<file path="config.mk">
export PLATFORM = sky130hd
export DESIGN_NAME = i2c_byte_engine
export DESIGN_NICKNAME = d
export VERILOG_FILES = /design/src/rtl/i2cbe_pkg.sv /design/src/rtl/i2cbe_ctrl.sv /design/src/rtl/i2cbe_dp.sv /design/src/rtl/i2c_byte_engine.sv
export SDC_FILE = /design/constraint.sdc
export NUM_CORES = 1
export LEC_CHECK = 0
export BUFFER_PORTS_ARGS = -buffer_cell sky130_fd_sc_hd__buf_4
export CAP_MARGIN = 20
export CORE_AREA = 2 2 89 91
export CTS_BUF_LIST = sky130_fd_sc_hd__clkbuf_4
export DETAILED_ROUTE_END_ITERATION = 12
export DIE_AREA = 0 0 91 93
export HOLD_SLACK_MARGIN = 0.1
export PLACE_DENSITY = 0.45
export RECOVER_POWER = 25
export SLEW_MARGIN = 0
export SYNTH_ARGS = -nofsm -noshare
export SYNTH_HDL_FRONTEND = slang
export SYNTH_SLANG_ARGS = --single-unit
</file>
<file path="constraint.sdc">
create_clock -name clk -period 4.9 [get_ports clk]
set_input_delay 0.735 -clock clk [delete_from_list [all_inputs] [get_ports clk]]
set_output_delay 0.735 -clock clk [all_outputs]
set_load 0.01 [all_outputs]
</file>
<file path="src/rtl/i2cbe_pkg.sv">
package i2cbe_pkg;

  typedef enum logic [3:0] {
    S_IDLE, S_START, S_LOW, S_HIGH, S_HOLD,
    S_RSLOW, S_RSHIGH, S_STOPLOW, S_STOPHIGH
  } phase_e;

  // strobes from the sequencer to the register datapath
  typedef struct packed {
    logic shiftEn;  // shift the sampled SDA into the data register
    logic ackCap;   // capture the acknowledge-slot level
    logic pendSet;  // a byte step is complete
    logic arbSet;   // arbitration lost
    logic rsTaken;  // repeated start accepted
  } strobe_t;

  localparam logic [1:0] REG_CTRL = 2'd0;
  localparam logic [1:0] REG_STAT = 2'd1;
  localparam logic [1:0] REG_DATA = 2'd2;
  localparam logic [1:0] REG_OWN  = 2'd3;

endpackage

</file>
<file path="src/rtl/i2cbe_ctrl.sv">
module i2cbe_ctrl
  import i2cbe_pkg::*;
#(
  parameter int HALF = 4  // clk cycles per SCL half period, at least 2
) (
  input  logic    clk,
  input  logic    rstN,
  input  logic    kick,
  input  logic    pending,
  input  logic    goBit,
  input  logic    restartReq,
  input  logic    rxMode,
  input  logic    ackEn,
  input  logic    txBit,
  input  logic    sdaIn,
  output strobe_t strb,
  output logic    idle,
  output logic    quiet,
  output logic    inHigh,
  output logic    sclLow,
  output logic    sdaLow
);

  localparam int TW = (HALF > 1) ? $clog2(HALF) : 1;
  localparam int BW = 4;
  localparam logic [BW-1:0] ACK_SLOT = BW'(8);

  phase_e        state, nState;
  logic [TW-1:0] timer;
  logic [BW-1:0] bitCnt, nBit;
  logic          byteTx, nByteTx;
  logic          sclDrive, sdaDrive;
  logic          tDone;

  assign tDone  = (timer == '0);
  assign idle   = (state == S_IDLE);
  assign quiet  = (state == S_IDLE) || (state == S_HOLD);
  assign inHigh = (state == S_HIGH);

  always_comb begin
    nState  = state;
    nBit    = bitCnt;
    nByteTx = byteTx;
    strb    = '0;
    case (state)
      S_IDLE:  if (kick) nState = S_START;
      S_START: if (tDone) begin
        nState = S_LOW; nBit = '0; nByteTx = 1'b1;
      end
      S_LOW:   if (tDone) nState = S_HIGH;
      S_HIGH:  if (tDone) begin
        if (bitCnt == ACK_SLOT) begin
          strb.ackCap  = 1'b1;
          strb.pendSet = 1'b1;
          nState       = S_HOLD;
        end else if (byteTx && txBit && !sdaIn) begin
          strb.arbSet  = 1'b1;
          strb.pendSet = 1'b1;
          nState       = S_IDLE;
        end else begin
          strb.shiftEn = 1'b1;
          nBit         = bitCnt + BW'(1);
          nState       = S_LOW;
        end
      end
      S_HOLD:  if (!pending) begin
        if (restartReq) begin
          strb.rsTaken = 1'b1;
          nState       = S_RSLOW;
        end else if (!goBit) begin
          nState = S_STOPLOW;
        end else begin
          nState = S_LOW; nBit = '0; nByteTx = !rxMode;
        end
      end
      S_RSLOW:    if (tDone) nState = S_RSHIGH;
      S_RSHIGH:   if (tDone) nState = S_START;
      S_STOPLOW:  if (tDone) nState = S_STOPHIGH;
      S_STOPHIGH: if (tDone) nState = S_IDLE;
      default:    nState = S_IDLE;
    endcase
  end

  // SCL follows the next phase; SDA lags the phase by one clock so it
  // only moves while SCL is low, or on purpose for START and STOP
  always_comb begin
    sclDrive = (nState == S_LOW) || (nState == S_HOLD) ||
               (nState == S_RSLOW) || (nState == S_STOPLOW);
    case (state)
      S_START, S_STOPLOW, S_STOPHIGH: sdaDrive = 1'b1;
      S_LOW, S_HIGH:
        sdaDrive = (bitCnt == ACK_SLOT) ? (!byteTx && ackEn) : (byteTx && !txBit);
      S_HOLD:
        sdaDrive = !goBit ? 1'b1 : (restartReq ? 1'b0 : (!rxMode && !txBit));
      default: sdaDrive = 1'b0;
    endcase
  end

  always_ff @(posedge clk or negedge rstN) begin
    if (!rstN) begin
      state  <= S_IDLE;
      timer  <= '0;
      bitCnt <= '0;
      byteTx <= 1'b1;
      sclLow <= 1'b0;
      sdaLow <= 1'b0;
    end else begin
      state  <= nState;
      bitCnt <= nBit;
      byteTx <= nByteTx;
      sclLow <= sclDrive;
      sdaLow <= sdaDrive;
      if (nState != state)  timer <= TW'(HALF - 1);
      else if (!tDone)      timer <= timer - TW'(1);
    end
  end

  // data bits never move while SCL is high
  p_sda_quiet_high_r3: assert property (@(posedge clk) disable iff (!rstN)
    (state == S_HIGH && $past(state) == S_HIGH && bitCnt != ACK_SLOT) |-> $stable(sdaLow));

  // clocking stops at the acknowledge slot
  p_bit_bound_r3: assert property (@(posedge clk) disable iff (!rstN)
    bitCnt <= ACK_SLOT);

endmodule

</file>
<file path="src/rtl/i2cbe_dp.sv">
module i2cbe_dp
  import i2cbe_pkg::*;
(
  input  logic       clk,
  input  logic       rstN,
  input  logic       wrEn,
  input  logic [1:0] regAddr,
  input  logic [7:0] wrData,
  input  strobe_t    strb,
  input  logic       idle,
  input  logic       quiet,
  input  logic       sdaIn,
  input  logic       sclIn,
  output logic [7:0] rdData,
  output logic       pending,
  output logic       goBit,
  output logic       restartReq,
  output logic       rxMode,
  output logic       ackEn,
  output logic       irqEn,
  output logic       outEn,
  output logic       txBit,
  output logic       kick,
  output logic       busy
);

  logic [7:0] dataReg;
  logic [6:0] ownAddr;
  logic       arbLost, lastBit, sdaPrev, sclPrev;
  logic       wrCtrl, wrStat, wrDat, wrOwn;

  assign wrCtrl = wrEn && (regAddr == REG_CTRL);
  assign wrStat = wrEn && (regAddr == REG_STAT);
  assign wrDat  = wrEn && (regAddr == REG_DATA);
  assign wrOwn  = wrEn && (regAddr == REG_OWN);
  assign kick   = wrStat && wrData[5] && wrData[4] && idle;
  assign txBit  = dataReg[7];

  always_ff @(posedge clk or negedge rstN) begin
    if (!rstN) begin
      ackEn <= 1'b0; irqEn <= 1'b0; pending <= 1'b0;
      rxMode <= 1'b0; goBit <= 1'b0; outEn <= 1'b0;
      restartReq <= 1'b0; arbLost <= 1'b0; lastBit <= 1'b0;
      dataReg <= '0; ownAddr <= '0;
      busy <= 1'b0; sdaPrev <= 1'b1; sclPrev <= 1'b1;
    end else begin
      if (wrCtrl) begin
        ackEn <= wrData[7];
        irqEn <= wrData[5];
        if (!wrData[4]) pending <= 1'b0;
      end
      if (strb.pendSet) pending <= 1'b1;

      if (wrStat) begin
        rxMode <= wrData[7];
        goBit  <= wrData[5];
        outEn  <= wrData[4];
        if (wrData[5] && quiet && !idle) restartReq <= 1'b1;
      end
      if (strb.rsTaken) restartReq <= 1'b0;
      if (kick)         arbLost    <= 1'b0;
      if (strb.arbSet) begin
        arbLost <= 1'b1;
        goBit   <= 1'b0;
      end
      if (strb.ackCap) lastBit <= sdaIn;

      if (wrDat && quiet)     dataReg <= wrData;
      else if (strb.shiftEn)  dataReg <= {dataReg[6:0], sdaIn};
      if (wrOwn)              ownAddr <= wrData[6:0];

      sdaPrev <= sdaIn;
      sclPrev <= sclIn;
      if (sclIn && sclPrev && sdaPrev && !sdaIn)      busy <= 1'b1;
      else if (sclIn && sclPrev && !sdaPrev && sdaIn) busy <= 1'b0;
    end
  end

  always_comb begin
    case (regAddr)
      REG_CTRL: rdData = {ackEn, 1'b0, irqEn, pending, 4'b0};
      REG_STAT: rdData = {rxMode, 1'b0, busy, outEn, arbLost, 2'b0, lastBit};
      REG_DATA: rdData = dataReg;
      default:  rdData = {1'b0, ownAddr};
    endcase
  end

  // pending only falls through a control write with bit 4 low
  p_pend_sticky_r4: assert property (@(posedge clk) disable iff (!rstN)
    (pending && !(wrCtrl && !wrData[4])) |=> pending);

  // while a byte is on the wire the register moves only by shifting
  p_data_frozen_r3: assert property (@(posedge clk) disable iff (!rstN)
    (!quiet && !strb.shiftEn) |=> $stable(dataReg));

endmodule

</file>
<file path="src/rtl/i2c_byte_engine.sv">
module i2c_byte_engine
  import i2cbe_pkg::*;
#(
  parameter int HALF = 4
) (
  input  logic       clk,
  input  logic       rstN,
  input  logic       wrEn,
  input  logic [1:0] regAddr,
  input  logic [7:0] wrData,
  output logic [7:0] rdData,
  output logic       irq,
  output logic       sclLow,
  output logic       sdaLow,
  input  logic       sclIn,
  input  logic       sdaIn
);

  strobe_t strb;
  logic idle, quiet, inHigh, sclInt, sdaInt;
  logic pending, goBit, restartReq, rxMode, ackEn, irqEn, outEn, txBit, kick, busy;

  i2cbe_dp u_dp (
    .clk, .rstN, .wrEn, .regAddr, .wrData, .strb, .idle, .quiet,
    .sdaIn, .sclIn, .rdData, .pending, .goBit, .restartReq, .rxMode,
    .ackEn, .irqEn, .outEn, .txBit, .kick, .busy
  );

  i2cbe_ctrl #(.HALF(HALF)) u_ctrl (
    .clk, .rstN, .kick, .pending, .goBit, .restartReq, .rxMode, .ackEn,
    .txBit, .sdaIn, .strb, .idle, .quiet, .inHigh,
    .sclLow(sclInt), .sdaLow(sdaInt)
  );

  assign sclLow = outEn && sclInt;
  assign sdaLow = outEn && sdaInt;
  assign irq    = pending && irqEn;

  // a pending byte mid-transfer keeps the clock line held
  p_scl_held_r4: assert property (@(posedge clk) disable iff (!rstN)
    (pending && !idle && outEn) |-> sclLow);

  // any clocked bit happens inside a START..STOP window
  p_busy_seen_r7: assert property (@(posedge clk) disable iff (!rstN)
    (inHigh && outEn) |-> busy);

endmodule

</file>
# Word level (Yosys, flattened, before mapping)
# Cells that the tools add are included.
# classes
n_reduce_logical,51
n_mux,59
add_sub_neg,2
n_eq_ne,26
# op_table
cell,count
$mux 4,19
$pmux 4 s9,1
$eq 4x3->1 const B,7
$mux 1,27
$pmux 8 s3,1
$logic_and 1x1->1,23
$mux 8,2
$reduce_bool 2->1,8
$eq 4x2->1 const B,3
$ne 2x2->1 const B,6
$pmux 4 s3,1
$eq 4x4->1 const B,2
$mux 2,4
$reduce_and 8->1,1
$logic_not 1->1,6
$mux 3,2
$ne 2x1->1 const B,3
$reduce_and 5->1,1
$add 4x1->4 const B,1
$eq 2x2->1 const B,2
$eq 4x1->1 const B,1
$logic_not 2->1,2
$logic_not 4->1,1
$logic_or 1x1->1,4
other kinds (9),10
# totals
word_cells,158
output_inout_bits,11
reg_bits,40
inputBits,15

# Logic depth before layout (Yosys ltp)
# depth
word_depth,11
mapped_depth,9
mapped_depth_nobuf,7

# Modules after synthesis
# A second synthesis with hierarchy kept.
# unflattened
hier_cells,217
hier_area_um2,2398.6
# by_module_without_submodules
mod,seq_area_each_um2,cells_per_inst,area_per_inst_um2,instances
i2cbe_dp,678.2,97,1361.3,1
i2cbe_ctrl,326.6,117,1018.5,1
i2c_byte_engine,0.0,3,18.8,1

# Least setup slack after synthesis
# Ideal clock, no wire load.
# synth_path
path_type,input -> output
startpoint,input regAddr[0]
endpoint,output rdData[3]
cell_stages,3
required_time_ns,4.165
n_path_buf,1
path_slack_ns,2.531
arrival_ns,1.634
path_cell_list,clkbuf_1 -> mux2_2 -> a22o_1
# synth_between
elab_chain_cells,2
# synth_lines
element,line,source
from (decl),i2c_byte_engine.sv:9,"input logic [1:0] regAddr,"
"$eq 2x2->1, or another cell as far along",i2cbe_dp.sv:80,case (regAddr)
$pmux 8 s3 (*),i2cbe_dp.sv:80,
to (decl),i2c_byte_engine.sv:11,"output logic [7:0] rdData,"
# Every way passes the cells marked *; elsewhere a longest branch is shown, timed or not.

# Final worst setup path
# layout_path
startpoint,input regAddr[0]
endpoint,output rdData[0]
# The elaborated chain is that of the path after synthesis.

==> out/results.tsv <==
stage	metric	value	unit
sta	relative slew slack	-47.1	%
floorplan	I/O pin count	26	
sta	Worst-Margin Slew	2.21	ns
sta	max-slew violation count	41	
final_layout	n_diodes	0	
power	Lkg Pwr	0.00108	uW
detailed_routing	Residual DRC	0	
detailed_routing	WL final	5390	um
logic_synthesis	Synth Instances	223	
cts	clk slew on worst S/H paths	0.11	ns
placement	Detail Placement HPWL	3770	um
logic_synthesis	Post-synth EDFFs	0	
final_layout	synthesis-to-finish area growth	13.7	%
grt	M3 GR Usage	3.38	%
cts	Skew-Pair Late Insertion Delay	0.37	ns
grt	met1 GRT Util	19.3	%
floorplan	die area	8460	um^2
final_layout	# fillers	831	
logic_synthesis	distinct cell type count after synthesis	48	
logic_synthesis	sequential share of the synthesized area	45.3	%
worst_setup_path	path depth of the worst reg2reg path	7	
sta	unrepaired setup endpoints after global routing	no	
power	Final Power	1190	uW
worst_setup_path	Req. time, crit path	4.16	ns
cts	# Post-CTS Setup Buffers	0	
cts	Clock Tree Buf Depth	2	
floorplan	Starting Density	29.4	%
detailed_routing	ANT nets after route	0	
cts	CTS Root Cell	clkbuf_4	
grt	busiest grt layer	met2	
placement	Cells after DPL	338	
logic_synthesis	Synth async-reset ratio	100	%
logic_synthesis	yosys synthesis warning count	0	
detailed_routing	DR vias/cell	5.01	
logic_synthesis	FF+latch count, synth	40	
placement	final RePlAce weighted congestion	0.777	
floorplan	# rows	32	
cts	cts hold-fix bufs	0	
power	Peak VDD IR	0.000136	V
grt	total gr overflow	0	
sta	fin crit share	49.4	%
worst_setup_path	WS Path Type	input pin to output port	
power	power per standard cell area	473	nW/um^2
outcome	outcome	finished, violations left	
logic_synthesis	prevailing post-synth register cell	dfrtp_1	
detailed_routing	First-pass DRT Iterations	4	
worst_setup_path	CP Max Fanout	15	
cts	Clock Sinks	40	
final_layout	Final #Nets	261	
grt	pin count of the biggest net entering global routing	41	
sta	final hold violations	0	
grt	met2 Use GR	20.7	%
grt	initial antenna violation count	0	
grt	first-pass GRT wire length	9090	um
sta	Final TNS setup	0	ns
sta	Tmin final	2.42	ns
floorplan	Horiz. Die Dim	91	um
sta	FMAX	0.414	GHz
worst_setup_path	nature of the critical path startpoint	input pin	
worst_setup_path	Worst setup EP type	output port	
detailed_routing	Routed WL per cell	15.6	um
grt	vias in the first global route	1741	
detailed_routing	total number of vias	1732	
cts	CTS Buf Count	5	
floorplan	DIE HEIGHT	93	um
outcome	failing checks	max-capacitance violations, max-slew violations	
cts	CTS H-tree depth	2	
grt	Total GRT Usage	13.5	%
floorplan	CORE AREA	7530	um^2
min_path	hold crit path type	input pin to register	
final_layout	most common cell after layout, fill and taps aside	dfrtp_1	
run	max-cap violations	1	
logic_synthesis	Synth Net Count	241	
final_layout	most frequent cells in the layout	37 x dfrtp_1, 30 x nand2_1, 22 x buf_4, 15 x nor2_1, 15 x a31oi_1	
final_layout	Final Non-Filler Cells	346	
placement	I/O Buffers	25	
logic_synthesis	synthesized area per cell	9.94	um^2
cts	CTS tree	yes	
logic_synthesis	Synth Cell Area	2220	um^2
sta	Finish-stage setup viols	0	
final_layout	layout cells sized above 1	22.1	%
worst_setup_path	Critical Path AT	1.68	ns
cts	cells resized by post-CTS repair	0	
detailed_routing	1st-iter DRT viols	119	
sta	Layout Skew	0.0265	ns
min_path	Worst Hold Path Cells	1	
routing by layer:
metal  vias up  routed length, um  share of wire [%]
li1        844                  -                  -
met1       853               2700                 50
met2        30               2440                 45
met3         5                205                3.8
met4         0                 46               0.85
met5         -                  0                  0
final timing paths:
path,slack (ns),to,startpoint
worst min-delay path,0.48,u_dp.sclPrev$_DFF_PN1_,sclIn
worst max register to register,2.52,u_ctrl.bitCnt[2]$_DFFE_PN0P_,u_ctrl.timer[0]$_DFFE_PN0P_
max in group asynchronous,2.63,u_dp.restartReq$_DFFE_PN0P_,rstN
min in group asynchronous,1.00,u_dp.ownAddr[1]$_DFFE_PN0P_,rstN
worst min register to register,0.49,u_ctrl.byteTx$_DFFE_PN1P_,u_dp.rxMode$_DFFE_PN0N_
worst max-delay path,2.48,rdData[0],regAddr[0]
layout make-up:
type	instances	area [um^2]	share of cell area (%)
repair buffers	25	176	7.00
clock inverters	3	18.8	0.745
clock buffers	5	37.5	1.49
flip-flops and latches	40	1000	39.9
inverters	5	18.8	0.745
well taps	102	128	5.07
multi-input cells	166	1130	45.1
logic make-up after synthesis:
family	count (synthesis)	share of synthesized area [%]
AND/OR/NAND/NOR	92	21.6
AO/OA/AOI/OAI	46	14.8
flip-flops	40	45.3
multiplexers	24	12.8
buffers and inverters	17	3.44
adder cells (fa/ha/maj)	3	1.69
XOR/XNOR	1	0.395
worst max-delay path, cell delays in order:
cell    delay (ns)
buf_4         0.21
mux2_2        0.36
a22o_1        0.23
buf_4         0.14
registers in the layout, indices dropped and copies added (netlist names), 2 cells and up:
| register | count |
|---|---|
| u_ctrl.bitCnt | 4 |
| u_ctrl.state | 4 |
| u_ctrl.timer | 2 |
| u_dp.dataReg | 8 |
| u_dp.ownAddr | 7 |
cells in the mapped netlist (2+ instances only):
cell type	instances	area, um^2
a21o_1	2	15.0
a21oi_1	5	25.0
a22o_1	3	26.3
a31oi_1	15	93.8
and2_1	4	25.0
and3_1	2	12.5
clkbuf_1	9	33.8
dfrtp_1	37	926
dfstp_2	3	78.8
ha_1	3	37.5
inv_1	5	18.8
mux2_2	14	158
mux2i_1	8	80.1
mux4_2	2	45.0
nand2_1	30	113
nand2b_1	3	18.8
nand3_1	6	30.0
nand3b_1	3	22.5
nand4_1	2	12.5
nor2_1	15	56.3
nor2b_1	9	56.3
nor3_1	3	15.0
nor3b_1	4	30.0
o21ai_0	7	35.0
o31ai_1	3	22.5
or3_1	4	25.0
power breakdown:
group,internal [uW],leakage (uW),switching [uW]
registers,436,0.000478,132
logic,229,0.000576,225
clock network,54.1,0.0000249,117
per-stage QoR:
stage | instance area, um^2 | util [%] | worst slack [ns] | hold slack [ns]
final | 2520 | 33.5 | 2.48 | 0.483
after global routing | 2520 | 33.5 | 2.13 | 0.467
after CTS | 2530 | 33.6 | 2.49 | 0.346
after detailed placement | 2470 | 32.9 | 2.49 | 0.488
after global placement | 2470 | 32.9 | 2.49 | 0.487
after floorplan | 2220 | - | 2.53 | 0.434
Note: power is estimated with default switching activity, not from simulation.
